**config.mk**
```make
export PLATFORM = sky130hd
export DESIGN_NAME = txdq_walker
export DESIGN_NICKNAME = d
export VERILOG_FILES = /design/src/rtl/txdq_pkg.sv /design/src/rtl/txdq_ring.sv /design/src/rtl/txdq_seq.sv /design/src/rtl/txdq_wbfmt.sv /design/src/rtl/txdq_walker.sv
export SDC_FILE = /design/constraint.sdc
export NUM_CORES = 1
export LEC_CHECK = 0
export BUFFER_PORTS_ARGS = -buffer_cell sky130_fd_sc_hd__buf_2
export CAP_MARGIN = 25
export CORE_MARGIN = 2
export CORE_UTILIZATION = 35
export DETAILED_ROUTE_END_ITERATION = 16
export PLACE_DENSITY_LB_ADDON = 0.1
export SETUP_SLACK_MARGIN = 0.05
export SKIP_CTS_REPAIR_TIMING = 1
export SLEW_MARGIN = 20
export SYNTH_ARGS = -nofsm -noshare
export SYNTH_HDL_FRONTEND = slang
export SYNTH_SLANG_ARGS = --single-unit
```
**constraint.sdc**
```tcl
create_clock -name clk -period 3.3 [get_ports clk]
set_input_delay 0.165 -clock clk [delete_from_list [all_inputs] [get_ports clk]]
set_output_delay 0.165 -clock clk [all_outputs]
set_load 0.01 [all_outputs]
```
**src/rtl/txdq_pkg.sv**
```systemverilog
package txdq_pkg;
   localparam int DW = 32;

   // descriptor word-1 bit positions
   localparam int W1_OWN     = 31;
   localparam int W1_WRAP    = 30;
   localparam int W1_ERR_MID = 29;
   localparam int W1_ERR_UND = 28;
   localparam int W1_ERR_RTY = 27;
   localparam int W1_NOCRC   = 16;
   localparam int W1_LAST    = 15;

   // status word bit position of the run flag
   localparam int STAT_RUN = 3;

   typedef enum logic [2:0] {
      ST_IDLE,
      ST_RD1,
      ST_W1,
      ST_W0,
      ST_SEND,
      ST_WB
   } walk_st_e;

   typedef enum logic [1:0] {
      RC_HOLD,
      RC_STEP,
      RC_REWIND,
      RC_BASE
   } ring_cmd_e;

   typedef enum logic [1:0] {
      AS_CUR_W1,
      AS_CUR_W0,
      AS_FIRST_W1
   } addr_sel_e;

   typedef enum logic [1:0] {
      ERR_NONE,
      ERR_MID,
      ERR_UND,
      ERR_RTY
   } err_e;
endpackage

```
**src/rtl/txdq_ring.sv**
```systemverilog
module txdq_ring #(
   parameter int AW       = 32,
   parameter int RING_MAX = 1024
) (
   input  logic                 clk,
   input  logic                 rst_n,
   input  logic                 base_ld,
   input  logic [AW-1:0]        base_val,
   input  txdq_pkg::ring_cmd_e  cmd,
   input  logic                 wrap_in,
   input  logic                 mark_first,
   output logic [AW-1:0]        cur_addr,
   output logic [AW-1:0]        first_addr
);
   import txdq_pkg::*;

   localparam int IDX_W = (RING_MAX > 1) ? $clog2(RING_MAX) : 1;

   logic [AW-1:0]    base_q;
   logic [IDX_W-1:0] idx_q;
   logic [IDX_W-1:0] fidx_q;
   logic [IDX_W-1:0] idx_step;

   // successor index without wrap bit: natural rollover or explicit compare
   generate
      if ((2 ** IDX_W) == RING_MAX) begin : g_pow2
         assign idx_step = idx_q + 1'b1;
      end else begin : g_cmp
         assign idx_step = (idx_q == IDX_W'(RING_MAX - 1)) ? '0 : idx_q + 1'b1;
      end
   endgenerate

   always_ff @(posedge clk) begin
      if (!rst_n) begin
         base_q <= '0;
         idx_q  <= '0;
         fidx_q <= '0;
      end else if (base_ld) begin
         base_q <= base_val & ~AW'(7);
         idx_q  <= '0;
         fidx_q <= '0;
      end else begin
         unique case (cmd)
            RC_STEP:   idx_q <= wrap_in ? '0 : idx_step;
            RC_REWIND: idx_q <= fidx_q;
            RC_BASE:   idx_q <= '0;
            default:   idx_q <= idx_q;
         endcase
         if (mark_first) fidx_q <= idx_q;
      end
   end

   assign cur_addr   = base_q + (AW'(idx_q) << 3);
   assign first_addr = base_q + (AW'(fidx_q) << 3);
endmodule

```
**src/rtl/txdq_seq.sv**
```systemverilog
module txdq_seq #(
   parameter int LEN_W = 11
) (
   input  logic                   clk,
   input  logic                   rst_n,
   input  logic                   go,
   input  logic                   kill,
   input  logic                   halt_req,
   input  logic                   pause_hold,
   input  logic [31:0]            mem_rdata,
   input  logic                   buf_done,
   input  logic                   col_in,
   input  logic                   underrun_in,
   input  logic                   retry_in,
   output logic                   mem_req,
   output logic                   mem_we,
   output txdq_pkg::addr_sel_e    addr_sel,
   output txdq_pkg::ring_cmd_e    ring_cmd,
   output logic                   mark_first,
   output logic                   wrap_out,
   output logic                   buf_valid,
   output logic [31:0]            buf_addr,
   output logic [LEN_W-1:0]       buf_len,
   output logic                   buf_last,
   output logic                   buf_nocrc,
   output logic [31:0]            first_w1,
   output txdq_pkg::err_e         err_code,
   output logic                   tx_err,
   output logic                   bad_fcs,
   output logic                   running
);
   import txdq_pkg::*;

   walk_st_e         st_q;
   logic             fstart_q;
   logic             halt_pend_q;
   err_e             err_q;
   logic [31:0]      w0_q;
   logic [LEN_W-1:0] len_q;
   logic             last_q;
   logic             nocrc_q;
   logic             wrap_q;

   logic head_stop;
   logic head_wait;
   logic owned;
   logic fail_evt;

   assign head_stop = fstart_q && (halt_pend_q || halt_req);
   assign head_wait = fstart_q && pause_hold;
   assign owned     = mem_rdata[W1_OWN];
   assign fail_evt  = underrun_in || retry_in;

   always_ff @(posedge clk) begin
      if (!rst_n) begin
         st_q        <= ST_IDLE;
         fstart_q    <= 1'b1;
         halt_pend_q <= 1'b0;
         err_q       <= ERR_NONE;
         w0_q        <= '0;
         len_q       <= '0;
         last_q      <= 1'b0;
         nocrc_q     <= 1'b0;
         wrap_q      <= 1'b0;
         first_w1    <= '0;
      end else if (kill) begin
         st_q        <= ST_IDLE;
         fstart_q    <= 1'b1;
         halt_pend_q <= 1'b0;
         err_q       <= ERR_NONE;
      end else begin
         if (halt_req && st_q != ST_IDLE) halt_pend_q <= 1'b1;
         unique case (st_q)
            ST_IDLE: begin
               if (go) begin
                  st_q        <= ST_RD1;
                  fstart_q    <= 1'b1;
                  halt_pend_q <= 1'b0;
                  err_q       <= ERR_NONE;
               end
            end
            ST_RD1: begin
               if (head_stop) begin
                  st_q        <= ST_IDLE;
                  halt_pend_q <= 1'b0;
               end else if (!head_wait) begin
                  st_q <= ST_W1;
               end
            end
            ST_W1: begin
               len_q   <= mem_rdata[LEN_W-1:0];
               last_q  <= mem_rdata[W1_LAST];
               nocrc_q <= mem_rdata[W1_NOCRC];
               wrap_q  <= mem_rdata[W1_WRAP];
               if (owned) begin
                  if (fstart_q) begin
                     st_q <= ST_IDLE;
                  end else begin
                     err_q <= ERR_MID;
                     st_q  <= ST_WB;
                  end
               end else begin
                  if (fstart_q) first_w1 <= mem_rdata;
                  st_q <= ST_W0;
               end
            end
            ST_W0: begin
               w0_q <= mem_rdata;
               st_q <= ST_SEND;
            end
            ST_SEND: begin
               if (col_in) begin
                  st_q     <= ST_RD1;
                  fstart_q <= 1'b1;
               end else if (underrun_in) begin
                  err_q <= ERR_UND;
                  st_q  <= ST_WB;
               end else if (retry_in) begin
                  err_q <= ERR_RTY;
                  st_q  <= ST_WB;
               end else if (buf_done) begin
                  if (last_q) begin
                     st_q <= ST_WB;
                  end else begin
                     st_q     <= ST_RD1;
                     fstart_q <= 1'b0;
                  end
               end
            end
            ST_WB: begin
               fstart_q <= 1'b1;
               if (err_q != ERR_NONE) begin
                  st_q  <= ST_IDLE;
                  err_q <= ERR_NONE;
               end else begin
                  st_q <= ST_RD1;
               end
            end
            default: st_q <= ST_IDLE;
         endcase
      end
   end

   always_comb begin
      mem_req    = 1'b0;
      mem_we     = 1'b0;
      addr_sel   = AS_CUR_W1;
      ring_cmd   = RC_HOLD;
      mark_first = 1'b0;
      unique case (st_q)
         ST_RD1: begin
            mem_req    = !head_stop && !head_wait;
            mark_first = fstart_q;
         end
         ST_W1: begin
            mem_req  = !owned;
            addr_sel = AS_CUR_W0;
         end
         ST_SEND: begin
            if (col_in)                      ring_cmd = RC_REWIND;
            else if (!fail_evt && buf_done)  ring_cmd = RC_STEP;
         end
         ST_WB: begin
            mem_req  = 1'b1;
            mem_we   = 1'b1;
            addr_sel = AS_FIRST_W1;
            if (err_q != ERR_NONE) ring_cmd = RC_BASE;
         end
         default: ;
      endcase
   end

   assign wrap_out  = wrap_q;
   assign buf_valid = (st_q == ST_SEND);
   assign buf_addr  = w0_q;
   assign buf_len   = len_q;
   assign buf_last  = last_q;
   assign buf_nocrc = nocrc_q;
   assign err_code  = err_q;
   assign tx_err    = (st_q == ST_WB) && (err_q != ERR_NONE);
   assign bad_fcs   = (st_q == ST_WB) && (err_q == ERR_MID);
   assign running   = (st_q != ST_IDLE);
endmodule

```
**src/rtl/txdq_wbfmt.sv**
```systemverilog
module txdq_wbfmt (
   input  logic [31:0]     first_w1,
   input  txdq_pkg::err_e  err_code,
   output logic [31:0]     wb_word
);
   import txdq_pkg::*;

   always_comb begin
      wb_word             = first_w1;
      wb_word[W1_OWN]     = 1'b1;
      wb_word[W1_ERR_MID] = (err_code == ERR_MID);
      wb_word[W1_ERR_UND] = (err_code == ERR_UND);
      wb_word[W1_ERR_RTY] = (err_code == ERR_RTY);
   end
endmodule

```
**src/rtl/txdq_walker.sv**
```systemverilog
module txdq_walker #(
   parameter int AW       = 32,
   parameter int LEN_W    = 11,
   parameter int RING_MAX = 1024
) (
   input  logic             clk,
   input  logic             rst_n,
   input  logic             ctrl_we,
   input  logic             ctrl_en,
   input  logic             ctrl_start,
   input  logic             ctrl_halt,
   input  logic             qptr_we,
   input  logic [AW-1:0]    qptr_wdata,
   input  logic             pause_en,
   input  logic             pause_rx,
   output logic             mem_req,
   output logic             mem_we,
   output logic [AW-1:0]    mem_addr,
   output logic [31:0]      mem_wdata,
   input  logic [31:0]      mem_rdata,
   output logic             buf_valid,
   output logic [31:0]      buf_addr,
   output logic [LEN_W-1:0] buf_len,
   output logic             buf_last,
   output logic             buf_nocrc,
   input  logic             buf_done,
   input  logic             col_in,
   input  logic             underrun_in,
   input  logic             retry_in,
   output logic             tx_err,
   output logic             bad_fcs,
   output logic [31:0]      status_word
);
   import txdq_pkg::*;

   localparam int IDX_W = (RING_MAX > 1) ? $clog2(RING_MAX) : 1;

   generate
      if (RING_MAX < 2) begin : g_bad_ring
         $error("txdq_walker: RING_MAX must be at least 2");
      end
      if (AW < IDX_W + 3) begin : g_bad_aw
         $error("txdq_walker: AW too narrow for the ring");
      end
      if (LEN_W < 1 || LEN_W > W1_LAST) begin : g_bad_len
         $error("txdq_walker: LEN_W must fit below the last-buffer bit");
      end
   endgenerate

   logic       go;
   logic       kill;
   logic       halt_req;
   logic       pause_hold;
   logic       running;
   logic       mark_first;
   logic       wrap_bit;
   ring_cmd_e  seq_cmd;
   ring_cmd_e  ring_cmd;
   addr_sel_e  addr_sel;
   err_e       err_code;
   logic [31:0]   first_w1;
   logic [AW-1:0] cur_addr;
   logic [AW-1:0] first_addr;

   // control strobe decode; halt in the same write beats start
   assign kill       = (ctrl_we && !ctrl_en) || qptr_we;
   assign go         = ctrl_we && ctrl_en && ctrl_start && !ctrl_halt;
   assign halt_req   = ctrl_we && ctrl_en && ctrl_halt;
   assign pause_hold = pause_en && pause_rx;
   assign ring_cmd   = kill ? RC_BASE : seq_cmd;

   txdq_ring #(.AW(AW), .RING_MAX(RING_MAX)) u_ring (
      .clk        (clk),
      .rst_n      (rst_n),
      .base_ld    (qptr_we),
      .base_val   (qptr_wdata),
      .cmd        (ring_cmd),
      .wrap_in    (wrap_bit),
      .mark_first (mark_first),
      .cur_addr   (cur_addr),
      .first_addr (first_addr)
   );

   txdq_seq #(.LEN_W(LEN_W)) u_seq (
      .clk         (clk),
      .rst_n       (rst_n),
      .go          (go),
      .kill        (kill),
      .halt_req    (halt_req),
      .pause_hold  (pause_hold),
      .mem_rdata   (mem_rdata),
      .buf_done    (buf_done),
      .col_in      (col_in),
      .underrun_in (underrun_in),
      .retry_in    (retry_in),
      .mem_req     (mem_req),
      .mem_we      (mem_we),
      .addr_sel    (addr_sel),
      .ring_cmd    (seq_cmd),
      .mark_first  (mark_first),
      .wrap_out    (wrap_bit),
      .buf_valid   (buf_valid),
      .buf_addr    (buf_addr),
      .buf_len     (buf_len),
      .buf_last    (buf_last),
      .buf_nocrc   (buf_nocrc),
      .first_w1    (first_w1),
      .err_code    (err_code),
      .tx_err      (tx_err),
      .bad_fcs     (bad_fcs),
      .running     (running)
   );

   txdq_wbfmt u_wbfmt (
      .first_w1 (first_w1),
      .err_code (err_code),
      .wb_word  (mem_wdata)
   );

   always_comb begin
      unique case (addr_sel)
         AS_CUR_W0:   mem_addr = cur_addr;
         AS_FIRST_W1: mem_addr = first_addr + AW'(4);
         default:     mem_addr = cur_addr + AW'(4);
      endcase
   end

   always_comb begin
      status_word           = '0;
      status_word[STAT_RUN] = running;
   end
endmodule

```
==> flow_summary.toml, run 1 <==
[worst_setup_path]
cp-end-kind = "output pin"
startpoint_type = "register"
worstPathRequired_ns = 3.13
path_class = "register to output pin"
cp.arrival_ns = 2.88
crit_fanout = 8

[logic_synthesis]
syn_area_per_cell_sq_um = 8.17
yosys.area_share.simple = 0.229
synth_top_family_by_area = "simple AND/OR/NAND/NOR gates"
synth_mux_area_frac = 0.0509
yosysSeqAreaShare = 0.378
synthXorXnorAreaFrac = 0.0483
synth_compound_area_frac = 0.180
ys.flop_type = "dfxtp_1"
syn_inst = 843
yosys_warnings = 0
synth-seq-cells = 130
async_flop_share = 0
synthAdderAreaFrac = 0.0440
syn_area_sq_mm = 0.00689
synth_edf_count = 0
synth.distinct_cells = 56

[global_route]
track_usage = 0.190
antenna_found_initial = 1
grt_pass1_wl_um = 30600
grt_util_met1 = 0.245
gr-max-usage-layer = "met2"
grt_max_degree = 73
grt_util_met2 = 0.302
global_route.usage.met3 = 0.0695
grt_overflow = 0
grt_pass1_vias = 5657

[timing]
finalCritPeriodShare = 0.923
hold_ws_ns = -0.00321
slew_headroom = 0.497
setup_viol = 0
setup_ws_ns = 0.253
maxSlewViolCount = 0
worstMarginPinSlew_ns = 0.752
timing.final.hold_violations = 1
fin_crit_ns = 3.05
finClkSkew_ns = 0.00817
fmax_ghz = 0.328
fin_tns_setup_ns = 0
grt_setup_unrepaired = "no"

[clock_network]
worstSkewPairLatency_ns = 0.41
cts_buffers = 17
h-tree-depth = 4
clk_pin_slew_ns = 0.06
cts_root_buf = "clkbuf_16"
cts_tree = "done"
clock-sinks = 130
clk_path_buf_depth = 2

[routing]
drt-wirelength-per-cell_um = 15.2
drt_iter0_drc = 346
ant_nets = 0
firstDrtPassIters = 4
routed_wl_um = 19700
vias = 6211
vias_per_cell = 4.78
route.detailed.drc = 0

[placed_design]
globalplace.congestion = 0.828
io_buffer_count = 185
dp_slack_ns = 0.520
hpwlAfterDp_um = 14300

[run_status]
status = "finished with violations"
violations = "negative hold slack"

[layout]
fillers = 2039
num_antenna_cells = 0
syn2layout_area_growth_pct = 25.0
drive_above_1_share = 0.233
nets = 1122

[floorplan]
ioPinCount = 223
die_area_sq_mm = 0.0208
coreArea_sq_mm = 0.0194
die_w_um = 144
die-height_um = 144
initial_core_util = 0.355
rows = 51

[pwr]
power.leakage_nw = 3.79
cellPowerDensity_mw_per_mm2 = 439
ir_drop_v = 0.000342

[worst_hold_path]
hold_class = "input port to register"

[flow_run]
maxCapViolCount = 0
-- synthesized netlist by cell type (all sizes together) (6+ instances only) --
cell type | number | area (sq um)
a21boi | 74 | 556
a21o | 8 | 60.1
a21oi | 35 | 179
a31oi | 11 | 68.8
and2 | 6 | 37.5
and3 | 8 | 50.1
buf | 38 | 275
clkbuf | 38 | 143
dfxtp | 130 | 2600
ha | 21 | 263
inv | 14 | 52.6
mux2i | 35 | 350
nand2 | 199 | 747
nand3 | 18 | 90.1
nor2 | 33 | 124
nor2b | 39 | 244
nor3 | 10 | 50.1
o211ai | 7 | 52.6
o21ai | 19 | 95.1
xnor2 | 24 | 210
xor2 | 14 | 123
-- per-stage QoR --
step	cells	instance area, sq um	hold WS (ns)	power, mW	util
global placement	1263	7970	0.422	1.95	0.411
floorplan	875	7010	0.310	1.86	-
detailed placement	1263	7970	0.426	1.95	0.411
CTS	1295	8550	-0.0214	3.84	0.441
global route	1300	8610	0.00164	3.94	0.444
finish	1300	8610	-0.00321	3.78	0.444
-- cells in the final DEF (no fill, tap or decap), types with 5 or more instances in the layout --
cell | Yosys | layout
ha_1 | 21 | 21
a21boi_0 | 74 | 74
a31oi_1 | 11 | 11
dfxtp_1 | 130 | 130
clkbuf_16 | 0 | 17
xnor2_1 | 24 | 24
and3_1 | 8 | 8
nor2_1 | 33 | 33
o211ai_1 | 7 | 7
mux2i_1 | 35 | 35
a21o_1 | 8 | 8
o22ai_1 | 5 | 5
nand2_1 | 199 | 199
inv_1 | 14 | 14
a21oi_1 | 34 | 34
and2_1 | 6 | 6
buf_4 | 35 | 15
buf_2 | 1 | 185
nor3_1 | 10 | 9
nand3_1 | 18 | 18
nand3b_1 | 5 | 5
nor2b_1 | 39 | 38
xor2_1 | 14 | 14
o21ai_0 | 19 | 19
conb_1 | 2 | 34
-- worst paths after layout --
path / from / endpoint / slack, ns / cells after the start
max: u_ring.fidx_q[0] / mem_addr[31] / 0.25 / 10
min: mem_rdata[27] / u_seq.buf_addr[27] / -0.003 / 3
max reg2reg: u_seq.st_q[1] / u_ring.idx_q[2] / 0.65 / 6
min reg2reg: u_seq.buf_len[5] / u_seq.buf_len[5] / 0.46 / 2
-- power by group --
group          switching, mW  internal, mW  leakage [nW]  total, mW
logic                  0.164         0.133          2.46      0.297
registers             0.0269          1.59          1.05       1.62
clock network          0.740          1.12         0.274       1.86
-- layer usage --
| metal | up-vias | wire [um] |
|---|---|---|
| li1 | 3158 | - |
| met1 | 2880 | 8940 |
| met2 | 160 | 9170 |
| met3 | 11 | 1430 |
| met4 | 2 | 142 |
| met5 | - | 7 |
-- kinds of logic (layout without fill, tap and decap cells) --
group | Yosys count | in the layout
AOI/OAI and AO/OA | 182 | 182
xor gates and xnor gates | 38 | 38
adders and majority gates | 23 | 23
buffers and inverters | 91 | 251
DFF | 130 | 130
muxes | 35 | 35
other | 2 | 34
and+or+nand+nor | 342 | 342
-- registers in the layout (all words and copies together) (netlist names) --
signal and cells:
u_seq.buf_len 11, u_ring.fidx_q 10, u_seq.halt_pend_q 1, u_seq.buf_nocrc 1
u_seq.buf_addr 32, u_ring.idx_q 10, u_ring.base_q 29, u_seq.err_code 2
u_seq.st_q 3, u_seq.buf_last 1, u_seq.fstart_q 1, u_seq.wrap_out 1
u_seq.first_w1 28
-- area by class of cell --
class                   instances  area [sq um]  area share
multi-input cells             654          3960       0.460
repair buffers                204          1080       0.125
inverters                      15          56.3     0.00654
clock inverters                14           156      0.0182
clock buffers                  18           429      0.0498
flip-flops and latches        130          2600       0.302
well taps                     265           332      0.0385
-- critical path, cell delays in order, from the launching register on --
cell,delay [ns]
dfxtp_1,0.36
ha_1,0.23
inv_1,0.07
fa_1,0.41
nor2b_2,0.16
o2111ai_2,0.17
a311o_1,0.35
a21oi_4,0.26
nand4_1,0.15
xnor2_1,0.15
buf_2,0.15
Note: power is estimated with default switching activity, not from simulation.
==> run 2, diff against run 1 <==
- ABC_AREA: default -> 1
==> run 2 against run 1 <==
Routed wire length is 11% higher. Sequential share of layout area shrank 1.5 points. Register-to-register slack improved by 0.57 ns. First-iteration DRC count rose by 10%. Setup slack better by 0.13 ns. Core utilization is 0.12 points higher. Synthesized cell count grew 28%. Combinational power is 30% higher. The flow still finishes with violations (negative hold slack). Flip-flop and latch count stayed put. Critical endpoint is now mem_addr[17]. Sequential power hardly changed.
==> flow_summary.toml, run 2 <==
[timing]
fmax_ghz = 0.343
hold_ws_ns = -0.0368
fin_crit_ns = 2.92
setup_viol = 0
timing.final.hold_violations = 13
grt_setup_unrepaired = "no"
maxSlewViolCount = 0
worstMarginPinSlew_ns = 0.548
finClkSkew_ns = 0.0105
setup_ws_ns = 0.384
fin_tns_setup_ns = 0
slew_headroom = 0.634
finalCritPeriodShare = 0.884

[pwr]
power.internal_mw = 2.88
ir_drop_v = 0.000343
power_frac_comb = 0.098
p_sw_frac = 0.267
seqPwrFrac = 0.416
power.leakage_nw = 4.45
power_frac_clock = 0.486
power_switching_mw = 1.05
cellPowerDensity_mw_per_mm2 = 434

[clock_network]
clock-sinks = 130
worstSkewPairLatency_ns = 0.42
h-tree-depth = 4
clk_path_buf_depth = 2
cts_buffers = 17
cts_root_buf = "clkbuf_16"
cts_tree = "done"
clk_pin_slew_ns = 0.06

[layout]
fillers = 2242
final_common_cell = "nor2_1"
post-route-util = 0.445
largest_reg_flops = 32
syn2layout_area_growth_pct = 24.1
multi_input_area_sq_mm = 0.00396
layout_common_cells = "nor2_1 (201), nand2_1 (196), buf_2 (185)"
nets = 1367
regArea_sq_mm = 0.00260
drive_above_1_share = 0.205

[worst_setup_path]
path_class = "register to output pin"
startpoint_type = "register"
cp.arrival_ns = 2.75
crit_fanout = 5
cp-end-kind = "output pin"
worstPathRequired_ns = 3.13

[logic_synthesis]
synth_edf_count = 0
synth.distinct_cells = 50
synth-seq-cells = 130
yosysSeqAreaShare = 0.356
synthTopCellsByArea = "dfxtp_1 (36%), nor2_1 (10%), nand2_1 (10%), o21ai_0 (7.4%), inv_1 (4.9%)"
synth_area_leader_cell = "dfxtp_1"
async_flop_share = 0
yosys_warnings = 0
syn_inst = 1079
ys.flop_type = "dfxtp_1"
syn_area_per_cell_sq_um = 6.77
yosysMostFrequentCell = "nor2_1"
synthTopCellsByCount = "nor2_1 (201), nand2_1 (196), dfxtp_1 (130)"
syn_area_sq_mm = 0.00731
synth_top_area_frac = 0.356

[routing]
drt_iter0_drc = 381
drt-wirelength-per-cell_um = 14.1
vias_per_cell = 4.67
firstDrtPassIters = 4
vias = 7237
ant_nets = 0
routed_wl_um = 21900
route.detailed.drc = 0

[floorplan]
coreArea_sq_mm = 0.0204
initial_core_util = 0.359
die_area_sq_mm = 0.0220
rows = 52
die_w_um = 148
die-height_um = 148
ioPinCount = 223

[placed_design]
dp_slack_ns = 0.802
globalplace.congestion = 0.832
io_buffer_count = 185
hpwlAfterDp_um = 16200

[run_status]
status = "finished with violations"
violations = "negative hold slack"

[global_route]
grt_max_degree = 62
antenna_found_initial = 0
grt_pass1_vias = 6815
track_usage = 0.198
grt_pass1_wl_um = 34900
grt_overflow = 0

[worst_hold_path]
hold_class = "input port to register"

[flow_run]
maxCapViolCount = 0
==> run 2: cell count changes in the layout (fill, tap and decap cells not counted), sizes merged, moves of 39 or more <==
cell    change
nor2      +177
o21ai     +124
nor2b      -39
nand3      +39
a21boi     -71
inv        +95
==> run 2: power by group through the flow <==
stage                     registers [mW]  clock network [mW]  logic (mW)
after global routing                1.64                2.02       0.434
after global placement              1.67                   0       0.367
after CTS                           1.63                1.96       0.370
after detailed placement            1.67                   0       0.368
final                               1.63                1.91       0.386
after floorplan                     1.65                   0       0.268
==> run 2: kinds of logic after synthesis <==
| kind of cell | after synthesis | share of synthesized area |
|---|---|---|
| compound gates | 226 | 0.167 |
| buf+inv | 180 | 0.119 |
| xor+xnor | 16 | 0.0192 |
| mux | 1 | 0.00137 |
| simple gates | 501 | 0.295 |
| flops | 130 | 0.356 |
| other cells | 2 | 0.00103 |
| fa+ha+maj | 23 | 0.0414 |
==> run 2: worst paths after layout <==
| check | start | end | slack [ns] | cells past startpoint |
|---|---|---|---|---|
| worst max-delay path | u_ring.fidx_q[0] | mem_addr[17] | 0.38 | 12 |
| worst min-delay path | mem_rdata[29] | u_seq.buf_addr[29] | -0.04 | 3 |
| worst max register to register | u_seq.st_q[2] | u_seq.first_w1[15] | 1.22 | 8 |
| worst min register to register | u_seq.buf_nocrc | u_seq.buf_nocrc | 0.46 | 2 |
==> run 2: through the flow <==
stage                     hold slack (ns)  instances  instance area [sq um]  power (mW)
after global placement              0.390       1498                   8270        2.04
final                             -0.0368       1551                   9070        3.93
after detailed placement            0.395       1498                   8270        2.04
after floorplan                     0.300       1111                   7430        1.92
after CTS                         -0.0489       1530                   8870        3.96
after global routing              0.00284       1550                   9070        4.10
==> run 2: layout make-up <==
class / count / share of cell area
multi-input combinational: 801 / 0.436
sequential: 130 / 0.287
timing repair buffer: 212 / 0.130
clock buffer: 18 / 0.0473
inverter: 105 / 0.0437
tap: 270 / 0.0373
clock inverter: 14 / 0.0182
antenna: 1 / 0.000276
==> run 2: critical path, cell delays in order, from the launching register on <==
cell and delay (ns):
dfxtp_1 0.36, ha_1 0.21, inv_1 0.07, fa_1 0.40
nand3b_1 0.17, nand2_1 0.18, nand2_1 0.07, nand3_1 0.17
nand2_1 0.07, nand3_1 0.17, nand2_1 0.10, xnor2_1 0.20
buf_2 0.17
==> run 2: metal layers <==
layer | wire length (um) | track usage | up-vias
met5 | 0 | 0 | -
met4 | 220 | 0.0471 | 0
met3 | 1550 | 0.0641 | 16
met2 | 10000 | 0.328 | 182
met1 | 10100 | 0.251 | 3227
li1 | - | - | 3812
